`src/rtl/rtc_mon_pkg.sv`:
```
package rtc_mon_pkg;
  localparam int DATA_W     = 8;
  localparam int PTR_W      = 4;
  localparam int NUM_FIELDS = 6;
  localparam int CTRL_W     = 5;
  localparam logic [DATA_W-1:0] INVALID_MARK = '1;
  localparam logic [PTR_W-1:0]  REG_CTRL = 4'd1;
  localparam logic [PTR_W-1:0]  REG_SEC  = 4'd2;

  typedef enum logic [2:0] {
    EV_START   = 3'd0,
    EV_RSTART  = 3'd1,
    EV_ADDR_WR = 3'd2,
    EV_ADDR_RD = 3'd3,
    EV_DATA_WR = 3'd4,
    EV_DATA_RD = 3'd5,
    EV_STOP    = 3'd6
  } evType_e;

  typedef enum logic [2:0] {
    ST_IDLE, ST_WAIT_DEV, ST_WAIT_REG, ST_WR_REGS, ST_RD_ADDR, ST_RD_DATA
  } monState_e;

  typedef struct packed {
    logic clrFields;
    logic loadPtr;
    logic applyByte;
    logic emitRec;
    logic recIsRead;
  } ctrlStrb_t;

  function automatic logic [PTR_W-1:0] fieldAddr(int idx);
    case (idx)
      0: return 4'd2;
      1: return 4'd3;
      2: return 4'd4;
      3: return 4'd5;
      4: return 4'd7;
      default: return 4'd8;
    endcase
  endfunction

  function automatic logic [DATA_W-1:0] fieldMask(int idx);
    case (idx)
      0, 1: return 8'h7F;
      2, 3: return 8'h3F;
      4: return 8'h1F;
      default: return 8'hFF;
    endcase
  endfunction

  function automatic logic [DATA_W-1:0] bcdToBin(logic [DATA_W-1:0] b);
    return 8'(b[7:4]) * 8'd10 + 8'(b[3:0]);
  endfunction
endpackage

```
`src/rtl/rtc_mon_ctrl.sv`:
```
module rtc_mon_ctrl
  import rtc_mon_pkg::*;
#(
  parameter logic [DATA_W-1:0] DEV_ADDR = 8'hA2
) (
  input  logic              clk,
  input  logic              rstN,
  input  logic              evValid,
  input  logic [2:0]        evType,
  input  logic [DATA_W-1:0] evByte,
  output ctrlStrb_t         strb
);
  localparam logic [DATA_W-1:0] ADDR_WR_BYTE = DEV_ADDR & 8'hFE;
  localparam logic [DATA_W-1:0] ADDR_RD_BYTE = DEV_ADDR | 8'h01;

  monState_e state, nxt;
  evType_e   ev;
  logic      isAddr, devMatch;

  assign ev       = evType_e'(evType);
  assign isAddr   = (ev == EV_ADDR_WR) || (ev == EV_ADDR_RD);
  assign devMatch = ((ev == EV_ADDR_WR) && (evByte == ADDR_WR_BYTE)) ||
                    ((ev == EV_ADDR_RD) && (evByte == ADDR_RD_BYTE));

  always_comb begin
    nxt  = state;
    strb = '0;
    if (evValid) begin
      if (isAddr && !devMatch && state != ST_IDLE) begin
        nxt = ST_IDLE;
      end else begin
        case (state)
          ST_IDLE: if (ev == EV_START) begin
            nxt = ST_WAIT_DEV;
            strb.clrFields = 1'b1;
          end
          ST_WAIT_DEV: if (ev == EV_ADDR_WR) nxt = ST_WAIT_REG;
          ST_WAIT_REG: if (ev == EV_DATA_WR) begin
            nxt = ST_WR_REGS;
            strb.loadPtr = 1'b1;
          end
          ST_WR_REGS: begin
            if (ev == EV_RSTART) nxt = ST_RD_ADDR;
            else if (ev == EV_DATA_WR) strb.applyByte = 1'b1;
            else if (ev == EV_STOP) begin
              nxt = ST_IDLE;
              strb.emitRec = 1'b1;
            end
          end
          ST_RD_ADDR: if (ev == EV_ADDR_RD) nxt = ST_RD_DATA;
          ST_RD_DATA: begin
            if (ev == EV_DATA_RD) strb.applyByte = 1'b1;
            else if (ev == EV_STOP) begin
              nxt = ST_IDLE;
              strb.emitRec   = 1'b1;
              strb.recIsRead = 1'b1;
            end
          end
          default: nxt = ST_IDLE;
        endcase
      end
    end
  end

  always_ff @(posedge clk) begin
    if (!rstN) state <= ST_IDLE;
    else       state <= nxt;
  end

  // idle is left only on a start event
  p_idle_needs_start_r2: assert property (@(posedge clk) disable iff (!rstN)
    (state == ST_IDLE && !(evValid && ev == EV_START)) |=> state == ST_IDLE);

  // a repeated start in the write phase leads to the read-address phase
  p_rstart_to_read_r11: assert property (@(posedge clk) disable iff (!rstN)
    (state == ST_WR_REGS && evValid && ev == EV_RSTART) |=> state == ST_RD_ADDR);
endmodule

```
`src/rtl/rtc_mon_dp.sv`:
```
module rtc_mon_dp
  import rtc_mon_pkg::*;
(
  input  logic              clk,
  input  logic              rstN,
  input  ctrlStrb_t         strb,
  input  logic [DATA_W-1:0] evByte,
  input  logic              evAck,
  output logic [DATA_W-1:0] fieldVal [NUM_FIELDS],
  output logic [NUM_FIELDS-1:0] fieldValid,
  output logic              voltLow,
  output logic [CTRL_W-1:0] ctrlBits,
  output logic              recValid,
  output logic              recIsRead
);
  logic [PTR_W-1:0] ptr;
  logic             halted;
  logic             doApply;

  assign doApply = strb.applyByte && !halted;

  always_ff @(posedge clk) begin
    if (!rstN) begin
      ptr    <= '0;
      halted <= 1'b0;
    end else if (strb.clrFields) begin
      ptr    <= '0;
      halted <= 1'b0;
    end else if (strb.loadPtr) begin
      ptr    <= evByte[PTR_W-1:0];
      halted <= 1'b0;
    end else if (doApply) begin
      if (evAck) ptr <= ptr + 1'b1;
      else       halted <= 1'b1;
    end
  end

  for (genvar g = 0; g < NUM_FIELDS; g++) begin : gField
    localparam logic [PTR_W-1:0]  F_ADDR = fieldAddr(g);
    localparam logic [DATA_W-1:0] F_MASK = fieldMask(g);
    always_ff @(posedge clk) begin
      if (!rstN || strb.clrFields) begin
        fieldVal[g]   <= INVALID_MARK;
        fieldValid[g] <= 1'b0;
      end else if (doApply && ptr == F_ADDR) begin
        fieldVal[g]   <= bcdToBin(evByte & F_MASK);
        fieldValid[g] <= 1'b1;
      end
    end
  end

  always_ff @(posedge clk) begin
    if (!rstN || strb.clrFields) begin
      voltLow  <= 1'b0;
      ctrlBits <= '0;
    end else if (doApply) begin
      if (ptr == REG_SEC)  voltLow  <= evByte[DATA_W-1];
      if (ptr == REG_CTRL) ctrlBits <= evByte[CTRL_W-1:0];
    end
  end

  always_ff @(posedge clk) begin
    if (!rstN) begin
      recValid  <= 1'b0;
      recIsRead <= 1'b0;
    end else begin
      recValid <= strb.emitRec;
      if (strb.emitRec) recIsRead <= strb.recIsRead;
    end
  end

  // a transaction start leaves every field invalid
  p_start_clears_r8: assert property (@(posedge clk) disable iff (!rstN)
    strb.clrFields |=> fieldValid == '0);

  // after a NACK the pointer holds until a new pointer load or start
  p_nack_freeze_r10: assert property (@(posedge clk) disable iff (!rstN)
    (halted && !strb.clrFields && !strb.loadPtr) |=> $stable(ptr));
endmodule

```
`src/rtl/rtc_xact_monitor.sv`:
```
module rtc_xact_monitor
  import rtc_mon_pkg::*;
#(
  parameter logic [7:0] DEV_ADDR = 8'hA2
) (
  input  logic       clk,
  input  logic       rstN,
  input  logic       evValid,
  input  logic [2:0] evType,
  input  logic [7:0] evByte,
  input  logic       evAck,
  output logic       recValid,
  output logic       recIsRead,
  output logic [7:0] recSec,
  output logic [7:0] recMin,
  output logic [7:0] recHour,
  output logic [7:0] recDay,
  output logic [7:0] recMonth,
  output logic [7:0] recYear,
  output logic [5:0] recFieldValid,
  output logic       recVoltLow,
  output logic [4:0] recCtrl
);
  ctrlStrb_t         strb;
  logic [DATA_W-1:0] fieldVal [NUM_FIELDS];

  rtc_mon_ctrl #(.DEV_ADDR(DEV_ADDR)) uCtrl (
    .clk(clk), .rstN(rstN), .evValid(evValid), .evType(evType),
    .evByte(evByte), .strb(strb)
  );

  rtc_mon_dp uDp (
    .clk(clk), .rstN(rstN), .strb(strb), .evByte(evByte), .evAck(evAck),
    .fieldVal(fieldVal), .fieldValid(recFieldValid), .voltLow(recVoltLow),
    .ctrlBits(recCtrl), .recValid(recValid), .recIsRead(recIsRead)
  );

  assign recSec   = fieldVal[0];
  assign recMin   = fieldVal[1];
  assign recHour  = fieldVal[2];
  assign recDay   = fieldVal[3];
  assign recMonth = fieldVal[4];
  assign recYear  = fieldVal[5];

  // a record follows an accepted stop and lasts one cycle
  p_rec_after_stop_r4: assert property (@(posedge clk) disable iff (!rstN)
    recValid |-> $past(evValid && evType == 3'd6));
  p_rec_single_r4: assert property (@(posedge clk) disable iff (!rstN)
    recValid |=> !recValid);
endmodule

```
`config.mk`:
```
export PLATFORM = sky130hd
export DESIGN_NAME = rtc_xact_monitor
export DESIGN_NICKNAME = d
export VERILOG_FILES = /design/src/rtl/rtc_mon_pkg.sv /design/src/rtl/rtc_mon_ctrl.sv /design/src/rtl/rtc_mon_dp.sv /design/src/rtl/rtc_xact_monitor.sv
export SDC_FILE = /design/constraint.sdc
export NUM_CORES = 1
export LEC_CHECK = 0
export BUFFER_PORTS_ARGS = -buffer_cell sky130_fd_sc_hd__buf_2
export CAP_MARGIN = 20
export CORE_ASPECT_RATIO = 1.4
export CORE_UTILIZATION = 57
export CTS_CLUSTER_DIAMETER = 60
export DETAILED_ROUTE_END_ITERATION = 10
export HOLD_SLACK_MARGIN = 0.06
export PLACE_DENSITY = 0.84
export SLEW_MARGIN = 5
export SYNTH_ARGS = -nofsm -noshare
export SYNTH_HDL_FRONTEND = slang
export SYNTH_SLANG_ARGS = --single-unit
```
`constraint.sdc`:
```
create_clock -name clk -period 4.3 [get_ports clk]
set_clock_uncertainty 0.05 [all_clocks]
set_input_delay 0.86 -clock clk [delete_from_list [all_inputs] [get_ports clk]]
set_output_delay 0.86 -clock clk [all_outputs]
set_load 0.01 [all_outputs]
```
==> flow_summary.toml <==
[worst_setup_path]
worst-setup-path-type = "in -> reg"
rrSetupSlack_ns = 1.61
critPathMaxFanout = 14
critPathRequiredTime_ns = 4.44
worstPathArrival_ns = 2.94
critPathLaunchType = "primary input"
endpoint_kind = "register"

[floorplanning]
die_w_um = 65.5
rows = 32
io_pins = 77
die_area_sq_um = 5950
die_y_um = 90.9
core-area_sq_um = 5490
initial_core_util = 0.587

[clock_network]
clkLatencyLatePin_ns = 0.33
cts_max_level = 3
clkTransAtPathRegs_ns = 0.07
cts.hold.buffers_added = 0
clock_sinks = 66
cts_root_buffer = "clkbuf_8"
cts_buffers = 9
cts_tree = "built"
clk_path_buf_depth = 2
post_cts_buffers = 0
post_cts_resized = 0

[route]
routed_via_density = 5.67
route.detailed.drc = 0
wl_um = 7140
ant_nets = 0
num_vias = 2835
wire_per_inst_um = 14.3
drt_iter0_drc = 175
drtPass1Iterations = 5

[min_path]
hp-class = "reg -> reg"

[sta]
timing.final.crit_share = 0.651
drv_slew = 0
totalNegativeSetupSlack_ns = 0
finalSetupViolations = 0
worst_pin_slew_ns = 0.820
min_period_ns = 2.80
slew_headroom = 0.453
setup_ws_ns = 1.50
final_hold_viol_count = 0
rsz0062_at_grt = "no"
max_freq_mhz = 357

[grt]
grt_use_total = 0.259
grt_pass1_vias = 2639
antenna_found_initial = 0
grt_start_max_net_pins = 26
grt_overflow_total = 0
grt_pass1_wl_um = 11900

[placed_design]
place_hpwl_um = 5340
portBuffers = 76
dp_slack_ns = 1.18
place_congestion = 0.834
placed_area_sq_um = 3570

[synth]
yosys.area.top_type = "dfxtp_1"
synth_nets = 396
ys_seq_area_frac = 0.411
synthesis.area_sq_um = 3220
synth_area_leaders = "dfxtp_1 (41%), nand2_1 (6.2%), ha_1 (5.8%)"
ys.flop_type = "dfxtp_1"
syn_avg_cell_area_sq_um = 8.84
synth_edf_count = 0
synth-seq-cells = 66
synth_cell_types = 46
ys_warn_count = 0
postSynthCellCount = 364
synth_top_area_share = 0.411
async_flop_share = 0

[layout]
layout-drive-gt1-share = 0.236
design_area_sq_um = 3750
final_nets = 460
final_common_cell = "buf_2"
antenna_cells = 0
syn2layout_area_growth_pct = 16.6
layout_common_cells = "buf_2 (76), dfxtp_1 (66), nand2_1 (53)"

[pwr]
finalPower_mw = 1.23
p_per_area_nw_per_um2 = 326
leakagePower_nw = 1.84
vdd_drop_max_mv = 0.231

[run]
maxCapViolations = 0

[run_status]
outcome = "completed"
==> flip-flops by register name, indices dropped and copies added, names as in the netlist <==
register,flops
uDp.voltLow,1
uDp.ptr,4
uDp.recIsRead,1
uDp.halted,1
uDp.fieldValid,6
uDp.fieldVal,44
uCtrl.state,3
uDp.ctrlBits,5
uDp.recValid,1
==> metrics by stage <==
stage               hold WS (ns)  instances  utilization
floorplan                  0.420        364            -
global placement           0.380        485        0.651
detailed placement         0.387        485        0.651
CTS                        0.397        500        0.684
global route               0.416        500        0.684
finish                     0.395        500        0.684
==> area by class of cell <==
cell class | instances | area (sq um)
clock buffers | 12 | 145
clock inverters | 3 | 40.0
fillers | 444 | 1730
inverters | 14 | 52.6
multi-input cells | 259 | 1710
flip-flops and latches | 66 | 1320
well taps | 68 | 85.1
repair buffers | 78 | 395
==> report_power, final <==
| part | total, mW | internal (mW) | switching (mW) |
|---|---|---|---|
| clock | 0.500 | 0.279 | 0.221 |
| combinational | 0.113 | 0.0404 | 0.0724 |
| sequential | 0.613 | 0.611 | 0.00124 |
==> metal layers <==
metal	vias to the layer above	wire [um]	track usage	share of wire
li1	1390	-	-	-
met1	1346	2990	0.314	0.42
met2	90	3660	0.434	0.51
met3	9	394	0.0568	0.055
met4	0	92	0.105	0.013
met5	-	0	0	0
==> worst max-delay path, cell delays in order <==
cell	delay (ns)
buf_2	0.17
or3b_1	0.42
a2111oi_4	0.36
buf_4	0.25
nand4b_1	0.49
mux2i_1	0.30
nand2_1	0.07
==> Yosys cell counts (all sizes together), types with 5 or more instances <==
cell,number
ha,15
clkbuf,14
mux2i,17
nor2b,5
buf,11
inv,14
xor2,8
and3,5
nand2b,5
nand3,12
nor2,31
a21oi,19
o21ai,20
nand2,53
xnor2,6
nor3,5
o211ai,25
dfxtp,66
==> logic make-up after synthesis <==
| logic type | after synthesis | synth area share |
|---|---|---|
| AO/OA/AOI/OAI | 80 | 0.171 |
| XOR/XNOR | 14 | 0.0381 |
| adder cells (fa/ha/maj) | 17 | 0.0708 |
| buffers and inverters | 39 | 0.0568 |
| flip-flops | 66 | 0.411 |
| multiplexers | 17 | 0.0529 |
| AND/OR/NAND/NOR | 131 | 0.200 |
==> final timing paths <==
kind / end / from / cells after the start
worst min register to register: uDp.fieldValid[5] / uDp.fieldValid[5] / 2
worst max register to register: uDp.fieldVal[24] / uCtrl.state[1] / 6
worst min-delay path: uDp.fieldValid[5] / uDp.fieldValid[5] / 2
worst max-delay path: uDp.fieldVal[24] / evType[0] / 7
(Power assumes the default switching activity.)
